`src/rtl/seq_guard_pkg.sv`:
```
package seq_guard_pkg;

  typedef enum logic [1:0] {
    VERD_NONE = 2'd0,
    VERD_TAKE = 2'd1,
    VERD_DROP = 2'd2
  } verdict_e;

endpackage

```
`src/rtl/seq_guard_entry.sv`:
```
module seq_guard_entry #(
  parameter int SEQ_W = 32
) (
  input  logic             clk_i,
  input  logic             rst_ni,
  input  logic             clear_i,
  input  logic             seed_i,
  input  logic [SEQ_W-1:0] seed_val_i,
  input  logic             done_i,
  output logic             init_o,
  output logic             pend_o,
  output logic [SEQ_W-1:0] mark_o
);

  logic             init_q;
  logic             pend_q;
  logic [SEQ_W-1:0] mark_q;

  // seed outranks clear: a packet in the clear cycle starts the new job
  always_ff @(posedge clk_i or negedge rst_ni) begin
    if (!rst_ni) begin
      init_q <= 1'b0;
      pend_q <= 1'b0;
      mark_q <= '0;
    end else if (seed_i) begin
      init_q <= 1'b1;
      pend_q <= 1'b1;
      mark_q <= seed_val_i;
    end else if (clear_i) begin
      init_q <= 1'b0;
      pend_q <= 1'b0;
    end else if (done_i && init_q) begin
      if (pend_q) pend_q <= 1'b0;
      else        mark_q <= mark_q + SEQ_W'(1);
    end
  end

  assign init_o = init_q;
  assign pend_o = pend_q;
  assign mark_o = mark_q;

  // seeding records the sequence number
  a_r2_seed_store: assert property (@(posedge clk_i) disable iff (!rst_ni)
    seed_i |=> (init_o && pend_o && mark_o == $past(seed_val_i)));

  // completion after the seed advances by exactly one
  a_r4_advance: assert property (@(posedge clk_i) disable iff (!rst_ni)
    (done_i && init_o && !pend_o && !clear_i && !seed_i) |=> (mark_o == $past(mark_o) + SEQ_W'(1)));

  // completion on an unset entry leaves it unset
  a_r6_idle_done: assert property (@(posedge clk_i) disable iff (!rst_ni)
    (done_i && !init_o && !seed_i) |=> !init_o);

  // clear unsets the entry
  a_r7_clear: assert property (@(posedge clk_i) disable iff (!rst_ni)
    (clear_i && !seed_i) |=> (!init_o && !pend_o));

endmodule

```
`src/rtl/seq_guard_judge.sv`:
```
module seq_guard_judge
  import seq_guard_pkg::*;
#(
  parameter int N_SRC = 4,
  parameter int SEQ_W = 32,
  parameter int SRC_W = 2
) (
  input  logic                       pkt_valid_i,
  input  logic [SRC_W-1:0]           pkt_src_i,
  input  logic [SEQ_W-1:0]           pkt_seq_i,
  input  logic                       clear_i,
  input  logic                       done_i,
  input  logic [SRC_W-1:0]           done_src_i,
  input  logic [N_SRC-1:0]           init_i,
  input  logic [N_SRC-1:0]           pend_i,
  input  logic [N_SRC-1:0][SEQ_W-1:0] mark_i,
  output verdict_e                   verdict_o,
  output logic [N_SRC-1:0]           seed_o
);

  localparam logic [SRC_W:0] SRC_LIM = (SRC_W+1)'(N_SRC);

  logic             sel_init;
  logic             sel_pend;
  logic [SEQ_W-1:0] sel_mark;
  logic             in_range;
  logic             eff_init;
  logic             fwd;
  logic [SEQ_W-1:0] eff_mark;
  logic             take;

  always_comb begin
    sel_init = 1'b0;
    sel_pend = 1'b0;
    sel_mark = '0;
    for (int i = 0; i < N_SRC; i++) begin
      if (pkt_src_i == SRC_W'(i)) begin
        sel_init = init_i[i];
        sel_pend = pend_i[i];
        sel_mark = mark_i[i];
      end
    end
  end

  assign in_range = ({1'b0, pkt_src_i} < SRC_LIM);
  assign eff_init = sel_init && !clear_i;
  // completion landing this cycle on the same entry is seen by the compare
  assign fwd      = done_i && (done_src_i == pkt_src_i) && eff_init && !sel_pend;
  assign eff_mark = fwd ? sel_mark + SEQ_W'(1) : sel_mark;
  assign take     = in_range && (!eff_init || (pkt_seq_i > eff_mark));

  always_comb begin
    if (!pkt_valid_i) verdict_o = VERD_NONE;
    else if (take)    verdict_o = VERD_TAKE;
    else              verdict_o = VERD_DROP;
  end

  always_comb begin
    for (int i = 0; i < N_SRC; i++)
      seed_o[i] = pkt_valid_i && in_range && !eff_init && (pkt_src_i == SRC_W'(i));
  end

  // at most one entry seeds per packet
  always_comb begin
    a_r2_seed_onehot: assert ($onehot0(seed_o));
  end

endmodule

```
`src/rtl/seq_guard_ack.sv`:
```
module seq_guard_ack
  import seq_guard_pkg::*;
#(
  parameter int SEQ_W  = 32,
  parameter int SRC_W  = 2,
  parameter int ADDR_W = 32
) (
  input  logic              clk_i,
  input  logic              rst_ni,
  input  verdict_e          verdict_i,
  input  logic [SRC_W-1:0]  src_i,
  input  logic [SEQ_W-1:0]  seq_i,
  input  logic [ADDR_W-1:0] saddr_i,
  input  logic [ADDR_W-1:0] daddr_i,
  output logic              accept_o,
  output logic              drop_o,
  output logic              ack_valid_o,
  output logic [SRC_W-1:0]  ack_src_o,
  output logic [SEQ_W-1:0]  ack_seq_o,
  output logic [ADDR_W-1:0] ack_saddr_o,
  output logic [ADDR_W-1:0] ack_daddr_o
);

  always_ff @(posedge clk_i or negedge rst_ni) begin
    if (!rst_ni) begin
      accept_o    <= 1'b0;
      drop_o      <= 1'b0;
      ack_valid_o <= 1'b0;
    end else begin
      accept_o    <= (verdict_i == VERD_TAKE);
      drop_o      <= (verdict_i == VERD_DROP);
      ack_valid_o <= (verdict_i == VERD_TAKE);
    end
  end

  // payload registers load only on accept; no reset needed
  always_ff @(posedge clk_i) begin
    if (verdict_i == VERD_TAKE) begin
      ack_src_o   <= src_i;
      ack_seq_o   <= seq_i;
      ack_saddr_o <= daddr_i;
      ack_daddr_o <= saddr_i;
    end
  end

endmodule

```
`src/rtl/seq_guard.sv`:
```
module seq_guard
  import seq_guard_pkg::*;
#(
  parameter int N_SRC  = 4,
  parameter int SEQ_W  = 32,
  parameter int ADDR_W = 32,
  localparam int SRC_W = (N_SRC > 1) ? $clog2(N_SRC) : 1
) (
  input  logic              clk_i,
  input  logic              rst_ni,
  input  logic              clear_i,
  input  logic              pkt_valid_i,
  input  logic [SRC_W-1:0]  pkt_src_i,
  input  logic [SEQ_W-1:0]  pkt_seq_i,
  input  logic [ADDR_W-1:0] pkt_saddr_i,
  input  logic [ADDR_W-1:0] pkt_daddr_i,
  input  logic              done_i,
  input  logic [SRC_W-1:0]  done_src_i,
  output logic              accept_o,
  output logic              drop_o,
  output logic              ack_valid_o,
  output logic [SRC_W-1:0]  ack_src_o,
  output logic [SEQ_W-1:0]  ack_seq_o,
  output logic [ADDR_W-1:0] ack_saddr_o,
  output logic [ADDR_W-1:0] ack_daddr_o
);

  logic [N_SRC-1:0]            init_w;
  logic [N_SRC-1:0]            pend_w;
  logic [N_SRC-1:0][SEQ_W-1:0] mark_w;
  logic [N_SRC-1:0]            seed_w;
  logic [N_SRC-1:0]            done_w;
  verdict_e                    verdict_w;

  for (genvar g = 0; g < N_SRC; g++) begin : g_entry
    assign done_w[g] = done_i && (done_src_i == SRC_W'(g));

    seq_guard_entry #(
      .SEQ_W (SEQ_W)
    ) u_entry (
      .clk_i      (clk_i),
      .rst_ni     (rst_ni),
      .clear_i    (clear_i),
      .seed_i     (seed_w[g]),
      .seed_val_i (pkt_seq_i),
      .done_i     (done_w[g]),
      .init_o     (init_w[g]),
      .pend_o     (pend_w[g]),
      .mark_o     (mark_w[g])
    );
  end

  seq_guard_judge #(
    .N_SRC (N_SRC),
    .SEQ_W (SEQ_W),
    .SRC_W (SRC_W)
  ) u_judge (
    .pkt_valid_i (pkt_valid_i),
    .pkt_src_i   (pkt_src_i),
    .pkt_seq_i   (pkt_seq_i),
    .clear_i     (clear_i),
    .done_i      (done_i),
    .done_src_i  (done_src_i),
    .init_i      (init_w),
    .pend_i      (pend_w),
    .mark_i      (mark_w),
    .verdict_o   (verdict_w),
    .seed_o      (seed_w)
  );

  seq_guard_ack #(
    .SEQ_W  (SEQ_W),
    .SRC_W  (SRC_W),
    .ADDR_W (ADDR_W)
  ) u_ack (
    .clk_i       (clk_i),
    .rst_ni      (rst_ni),
    .verdict_i   (verdict_w),
    .src_i       (pkt_src_i),
    .seq_i       (pkt_seq_i),
    .saddr_i     (pkt_saddr_i),
    .daddr_i     (pkt_daddr_i),
    .accept_o    (accept_o),
    .drop_o      (drop_o),
    .ack_valid_o (ack_valid_o),
    .ack_src_o   (ack_src_o),
    .ack_seq_o   (ack_seq_o),
    .ack_saddr_o (ack_saddr_o),
    .ack_daddr_o (ack_daddr_o)
  );

  // verdicts are exclusive and one per packet
  a_r9_exclusive: assert property (@(posedge clk_i) disable iff (!rst_ni)
    !(accept_o && drop_o));
  a_r9_one_per_pkt: assert property (@(posedge clk_i) disable iff (!rst_ni)
    pkt_valid_i |=> (accept_o ^ drop_o));
  a_r9_quiet: assert property (@(posedge clk_i) disable iff (!rst_ni)
    !pkt_valid_i |=> (!accept_o && !drop_o));

  // acknowledgement mirrors the accepted packet with addresses exchanged
  a_r8_swap: assert property (@(posedge clk_i) disable iff (!rst_ni)
    accept_o |-> (ack_valid_o && ack_seq_o == $past(pkt_seq_i) &&
                  ack_saddr_o == $past(pkt_daddr_i) && ack_daddr_o == $past(pkt_saddr_i)));
  a_r8_no_ack_on_drop: assert property (@(posedge clk_i) disable iff (!rst_ni)
    drop_o |-> !ack_valid_o);

endmodule

```
`config.mk`:
```
export PLATFORM = sky130hd
export DESIGN_NAME = seq_guard
export DESIGN_NICKNAME = d
export VERILOG_FILES = /design/src/rtl/seq_guard_pkg.sv /design/src/rtl/seq_guard_entry.sv /design/src/rtl/seq_guard_judge.sv /design/src/rtl/seq_guard_ack.sv /design/src/rtl/seq_guard.sv
export SDC_FILE = /design/constraint.sdc
export NUM_CORES = 1
export LEC_CHECK = 0
export ABC_AREA = 1
export BUFFER_PORTS_ARGS = -buffer_cell sky130_fd_sc_hd__buf_2
export CORE_MARGIN = 3
export CORE_UTILIZATION = 60
export DETAILED_ROUTE_END_ITERATION = 6
export GPL_TIMING_DRIVEN = 0
export PLACE_DENSITY = 0.82
export SYNTH_ARGS = -nofsm -noshare
export SYNTH_HDL_FRONTEND = slang
export SYNTH_HIERARCHICAL = 1
export SYNTH_SLANG_ARGS = --single-unit
```
`constraint.sdc`:
```
create_clock -name clk_i -period 8.75 [get_ports clk_i]
set_input_delay 1.3125 -clock clk_i [delete_from_list [all_inputs] [get_ports clk_i]]
set_output_delay 1.3125 -clock clk_i [all_outputs]
set_load 0.02 [all_outputs]
```
==> impl_results.md, run 1 <==
* Die Y at 171.0 um
* Crit end category: flip-flop
* Fmax achieved at 162.4 MHz
* Ys Warns at 6
* DRT antenna net count at 0
* Global placer's final weighted congestion at 1.096
* Initial antenna violation count at 3
* Num CTS Buffers at 27
* Avg Inst Size Synth at 7.201 sq um
* Footprint of the multi-input gates at 8581 sq um
* Commonest non-fill, non-tap cells in the layout: 748 x nand2_1, 257 x nor2_1, 240 x inv_1, 232 x buf_2, 231 x nand3_1
* Worst rel slew slack at 37.78%
* Slew @ Worst Pin at 931.1 ps
* Final hold violation count at 0
* Post_cts resized at 0
* Setup Viol. Count Final at 0
* Port bufs at 205
* Core footprint at 26,430 sq um
* Via Count at 16,890
* Peak VDD IR at 223.7 uV
* Initial Utilization at 61.77%
* CTS root buf: clkbuf_16
* Synth cell types at 49
* Tightest Hold Check Type: flip-flop to flip-flop
* RSZ-0062 raised after global routing: false
* I/O Pins at 206
* HPWL after detailed placement at 45,080 um
* Cts hold-fix bufs at 0
* Remaining global-route overflow at 0
* Fin nets at 2,646
* MaxCap Viol Count at 0
* Area Overhead vs Synth at 15.31%
* Final Power at 3921 uW
* CP most frequent cell: nand2_1
* Clock transition at the registers of the reported paths at 60 ps
* Mapped Area at 16,330 sq um
* Clock sinks at 236
* Util after Layout at 71.23%
* Remaining DRCs at 0
* Tmin final at 6159 ps
* Req. time, crit path at 8980 ps
* Mapped Nets at 2,409
* Power Dens Cells at 208.3 nW/um^2
* Row count at 59
* Crit-path max cell delay at 720 ps
* Detailed Route WL at 59,570 um
* Setup repair bufs after CTS at 0
* Largest net degree at the start of global routing at 91
* Vias in the first global route at 15,670
* Worst-path maximum fanout at 32
* Clock latency on the worst-skew pair at 540 ps
* Die Area at 29,220 sq um
* CTS tree: built
* Sequential standard cell area at 6396 sq um
* Final Slew Violations at 0
* Worst r2r path cells at 25
* Max Clock Skew at 12.39 ps
* Register area share after synthesis at 39.18%
* Most common cell after layout, fill and taps aside: nand2_1
* Yosys reg bits at 236
* Status: finished, final reports clean
* Overall routing resource usage at 40.04%
* Arrival @ worst endpoint at 6390 ps
* Via/cell ratio at 5.903
* Part of the cycle the worst path needs at 70.38%
* Die X at 171.0 um
* Worst hold stages at 2
* First DRT Iteration DRCs at 2,006
* Fillers at 2,218
* Share of cells above drive strength 1 at 19.69%
* Post-Syn Instances at 2,267
* H-Tree Depth at 1
* Crit path launch type: input pin
* First-pass GRT wire length at 89,060 um
* CP Class: input pin to flip-flop
* Leakage at 0.008831 uW
* CTS max path bufs at 3
* First-pass iteration count of the detailed router at 6
* Drt wl/cell at 20.81 um
* Crit path max-delay cell type: nor2_4
-- routing by layer --
layer / GRT usage (%) / routed length (um)
met5: 0 / 12
met3: 7.093 / 6582
met2: 64.70 / 26510
met4: 24.25 / 4519
met1: 50.33 / 21950
-- where the power goes --
group | internal [uW] | total (uW) | switching, uW
combinational | 349 | 1050 | 705
clock | 740 | 1230 | 492
sequential | 1350 | 1630 | 286
-- cells in the mapped netlist (all sizes together) --
cell | count | area (sq um)
a211oi | 1 | 7.510
a21o | 2 | 15.01
a21oi | 42 | 217.7
a22oi | 6 | 45.04
a31oi | 4 | 25.02
and2 | 1 | 6.260
buf | 43 | 297.8
clkbuf | 8 | 31.28
clkinv | 1 | 3.750
dfrtp | 138 | 3453
edfxtp | 98 | 2943
ha | 37 | 462.9
inv | 270 | 1023
nand2 | 796 | 3163
nand3 | 246 | 1321
nand3b | 5 | 37.54
nand4 | 30 | 193.9
nor2 | 336 | 1749
nor3 | 10 | 66.32
nor4 | 1 | 6.260
o211ai | 26 | 195.2
o21a | 1 | 7.510
o21ai | 78 | 390.4
o21bai | 19 | 142.6
o221ai | 3 | 26.28
o22ai | 5 | 31.28
o31ai | 4 | 30.03
or2 | 23 | 143.9
xnor2 | 4 | 35.03
xor2 | 29 | 254.0
-- critical path: cells and delay by family --
| family | cells | cell delay (ps) |
|---|---|---|
| and+or+nand+nor | 21 | 3440 |
| buffers and inverters | 6 | 990 |
| adders and majority gates | 1 | 290 |
| AOI/OAI and AO/OA | 1 | 260 |
-- kinds of logic after synthesis --
kind of cell	share of synthesized area, %
and+or+nand+nor	40.96
adders and majority gates	2.836
AOI/OAI and AO/OA	6.944
xor gates and xnor gates	1.770
buffers and inverters	8.308
DFF	39.18
-- area by class of cell --
type,count,area share [%]
Inverter,271,5.457
Sequential cell,236,33.98
Tap cell,335,2.227
Clock buffer,32,3.795
Buffer,51,1.748
Clock inverter,17,1.336
Timing Repair Buffer,208,5.842
Antenna cell,3,0.03988
Multi-Input combinational cell,1709,45.58
-- worst paths after layout --
kind                                          startpoint                            end  slack (ps)
hold / removal             g_entry[0].u_entry/mark_o[30]  g_entry[0].u_entry/mark_o[30]         560
max in group asynchronous                         rst_ni  g_entry[2].u_entry/mark_o[26]        7200
setup / recovery                            pkt_src_i[1]            u_ack/ack_seq_o[11]        2590
min in group asynchronous                         rst_ni  g_entry[0].u_entry/mark_o[11]         710
hold reg to reg            g_entry[0].u_entry/mark_o[30]  g_entry[0].u_entry/mark_o[30]         560
setup reg to reg           g_entry[1].u_entry/mark_o[24]            u_ack/ack_seq_o[11]        3370
-- stage by stage --
stage	worst slack, ps	cells	cell area, sq um	TNS, ps	hold slack (ps)
6_report	2591	2862	18830	0	556.0
5_1_grt	2258	2861	18820	0	587.7
4_1_cts	2724	2859	18820	0	551.6
3_5_place_dp	2180	2810	17850	0	538.5
3_3_place_gp	-2550	2807	17770	-249130	530.5
2_1_floorplan	181.4	2267	16330	0	478.3
-- flip-flops by register name, indices dropped and copies added (netlist names) --
name                    flops
u_ack/drop_o                1
g_entry.u_entry/mark_o    128
u_ack/ack_valid_o           1
u_ack/ack_daddr_o          32
u_ack/ack_src_o             2
u_ack/ack_saddr_o          32
g_entry.u_entry/pend_o      4
u_ack/ack_seq_o            32
g_entry.u_entry/init_o      4
Power figures use the tool's default switching activity.
==> run 2, diff against run 1 <==
ABC_AREA = 0   (was 1)
CORE_UTILIZATION = 52   (was 60)
PLACE_DENSITY = 0.77   (was 0.82)
clock period = 5.3 ns   (was 8.75 ns; I/O delays follow)
==> run 2 against run 1 <==
  * Via count down 32%
  * Synthesized cell count down 45%
  * Clock skew up 4.3 ps
  * Synthesized area down 18%
  * Register-to-register slack worse by 2900 ps
  * Power up 36%
  * Largest power group unchanged
  * Critical path type unchanged
  * Clock power up 45%
  * Largest cell class unchanged
  * Flip-flop and latch count unchanged
==> impl_results.md, run 2 <==
* HPWL after detailed placement at 30,280 um
* Avg Inst Size Synth at 10.88 sq um
* Cell taking the most area after synthesis: dfrtp_1
* CTS max path bufs at 3
* Most common cell after layout, fill and taps aside: buf_2
* Commonest non-fill, non-tap cells in the layout: 212 x buf_2, 159 x nand2_1, 138 x dfrtp_1, 98 x edfxtp_1, 71 x o21ai_0
* Max FFs per register at 128
* Yosys reg bits at 236
* Fmax achieved at 194.2 MHz
* Req. time, crit path at 5530 ps
* Clock latency on the worst-skew pair at 530 ps
* Clock transition at the registers of the reported paths at 60 ps
* Ranking of synthesized cells by area: dfrtp_1 26%, edfxtp_1 22%, mux4_2 5.4%
* MaxCap Viol Count at 0
* Largest net degree at the start of global routing at 76
* DRT antenna net count at 0
* Setup TNS at 0 ps
* CTS root buf: clkbuf_16
* Overall routing resource usage at 28.03%
* Crit-path max cell delay at 570 ps
* Power Dens Cells at 334.2 nW/um^2
* Area Overhead vs Synth at 18.58%
* Status: finished, final reports clean
* Share of cells above drive strength 1 at 25.42%
* Cts hold-fix bufs at 0
* Max Clock Skew at 16.67 ps
* Final hold slack at 259.1 ps
* Die Area at 27,840 sq um
* Crit path launch type: input pin
* Ys Warns at 6
* Port bufs at 205
* Crit path buf inv count at 5
* Tmin final at 5148 ps
* Post-Place Worst Slack at -1234 ps
* Worst rel slew slack at 36.72%
* Top-count cell post-synth: nand2_1
* Mapped Area at 13,460 sq um
* Post-Syn Instances at 1,237
* Detailed Route WL at 40,380 um
* Slew @ Worst Pin at 943.6 ps
* Post-synth EDFFs at 98
* Synth top cells by count: 160 x nand2_1, 138 x dfrtp_1, 98 x edfxtp_1, 71 x o21ai_0, 68 x xnor2_1
* CP Launch Point: pkt_src_i[0]
* Remaining DRCs at 0
* Clock sinks at 236
* Via/cell ratio at 6.308
* Peak VDD IR at 265.6 uV
* Register area share after synthesis at 47.53%
* Final Slew Violations at 0
* Post-synth top area share at 25.66%
* Final Power at 5333 uW
* First-pass iteration count of the detailed router at 7
* Global placer's final weighted congestion at 1.036
* CTS tree: built
* Clock group share of total power at 33.3%
* Arrival @ worst endpoint at 5370 ps
* Fillers at 1,954
* Synth cell types at 72
* Row count at 58
* First-pass GRT wire length at 62,260 um
* Register share of total power at 46.8%
* I/O Pins at 206
* Worst-path maximum fanout at 28
* Final hold violation count at 0
* CP Class: input pin to flip-flop
* Async set or reset register ratio after synthesis at 58.47%
* Drt wl/cell at 22.05 um
* Net Sw Power at 1683 uW
* Crit path max-delay cell type: mux4_2
* Remaining global-route overflow at 0
* H-Tree Depth at 1
* Crit end category: flip-flop
* Core footprint at 25,330 sq um
* Post-synth top flop: dfrtp_1
* Worst setup margin at 151.7 ps
* Tightest Hold Check Type: input pin to async pin
* Mapped Nets at 1,379
* Via Count at 11,550
* Leakage at 0.006009 uW
* Setup Viol. Count Final at 0
* Fin nets at 1,623
* Num CTS Buffers at 24
* Die X at 166.9 um
* Internal at 3649 uW
* Sw Ratio at 31.57%
* Vias in the first global route at 11,150
* Crit-path leading delay family: simple AND/OR/NAND/NOR gates
* Part of the cycle the worst path needs at 97.14%
* Worst path cell trace: buf_2 -> buf_6 -> buf_8 -> buf_6 -> mux4_2 -> ha_1 -> and2_1 -> nand2_2 -> nor4_2 -> xnor2_1 -> ha_1 -> nand4_1 -> or3_1 -> nor3_2 -> o31ai_1 -> a211oi_4 -> and2b_4 -> clkbuf_16
* Combinational share of power at 19.9%
* Die Y at 166.9 um
* Initial antenna violation count at 2
* Reg-to-Reg Start: g_entry[0].u_entry/mark_o[5]
* First DRT Iteration DRCs at 1,386
* Initial Utilization at 53.13%
-- run 2: metrics by stage --
step | instance area [sq um] | cells | util [%]
after detailed placement | 14960 | 1774 | 59.09
after global routing | 15960 | 1831 | 63.00
after floorplan | 13460 | 1237 | -
after global placement | 14900 | 1772 | 58.84
after CTS | 15840 | 1821 | 62.56
final | 15960 | 1831 | 63.00
-- run 2: worst paths after layout --
path | to | slack, ps | cells after the start
worst max-delay path | u_ack/ack_seq_o[12] | 150 | 18
worst min-delay path | g_entry[3].u_entry/mark_o[30] | 260 | 1
worst max register to register | u_ack/ack_seq_o[12] | 500 | 15
worst min register to register | g_entry[1].u_entry/init_o | 570 | 1
max in group asynchronous | g_entry[1].u_entry/mark_o[2] | 4230 | 2
min in group clk_i | u_ack/ack_saddr_o[2] | 440 | 1
-- run 2: layout make-up --
| cell class | count | area, sq um | area share (%) |
|---|---|---|---|
| sequential | 236 | 6396 | 40.08 |
| antenna | 2 | 5.005 | 0.03137 |
| clock buffer | 27 | 633.1 | 3.968 |
| buffer | 59 | 355.3 | 2.227 |
| timing repair buffer | 216 | 1172 | 7.347 |
| tap | 330 | 412.9 | 2.588 |
| clock inverter | 17 | 195.2 | 1.223 |
| multi-input combinational | 920 | 6696 | 41.97 |
| inverter | 24 | 90.09 | 0.5646 |
-- run 2: power by group through the flow --
stage,clock [uW],sequential [uW],combinational (uW)
2_1_floorplan,0,2450,651
3_3_place_gp,0,2490,971
3_5_place_dp,0,2500,1020
4_1_cts,1810,2470,1030
5_1_grt,1880,2520,1170
6_report,1780,2490,1060
-- run 2: per-layer routing --
metal	vias up	track usage, %	wire length (um)
li1	5214	-	-
met1	5597	38.87	15900
met2	652	45.00	18950
met3	87	4.818	4268
met4	0	9.756	1254
met5	-	0	0
-- run 2: kinds of logic (layout without fill, tap and decap cells) --
| group | after synthesis | after routing | synth area share, % |
|---|---|---|---|
| compound gates | 214 | 214 | 10.25 |
| xor+xnor | 98 | 98 | 6.378 |
| fa+ha+maj | 37 | 37 | 3.440 |
| buf+inv | 83 | 343 | 3.310 |
| flops | 236 | 236 | 47.53 |
| mux | 44 | 44 | 6.304 |
| other cells | 0 | 2 | 0 |
| simple gates | 525 | 527 | 22.79 |
-- run 2: repair_timing --
action	4_1_cts	5_1_grt
gates cloned	2	1
setup endpoints to repair	99	98
setup buffers	1	7
hold endpoints to repair	0	0
pin swaps	2	1
gates resized for setup	5	7
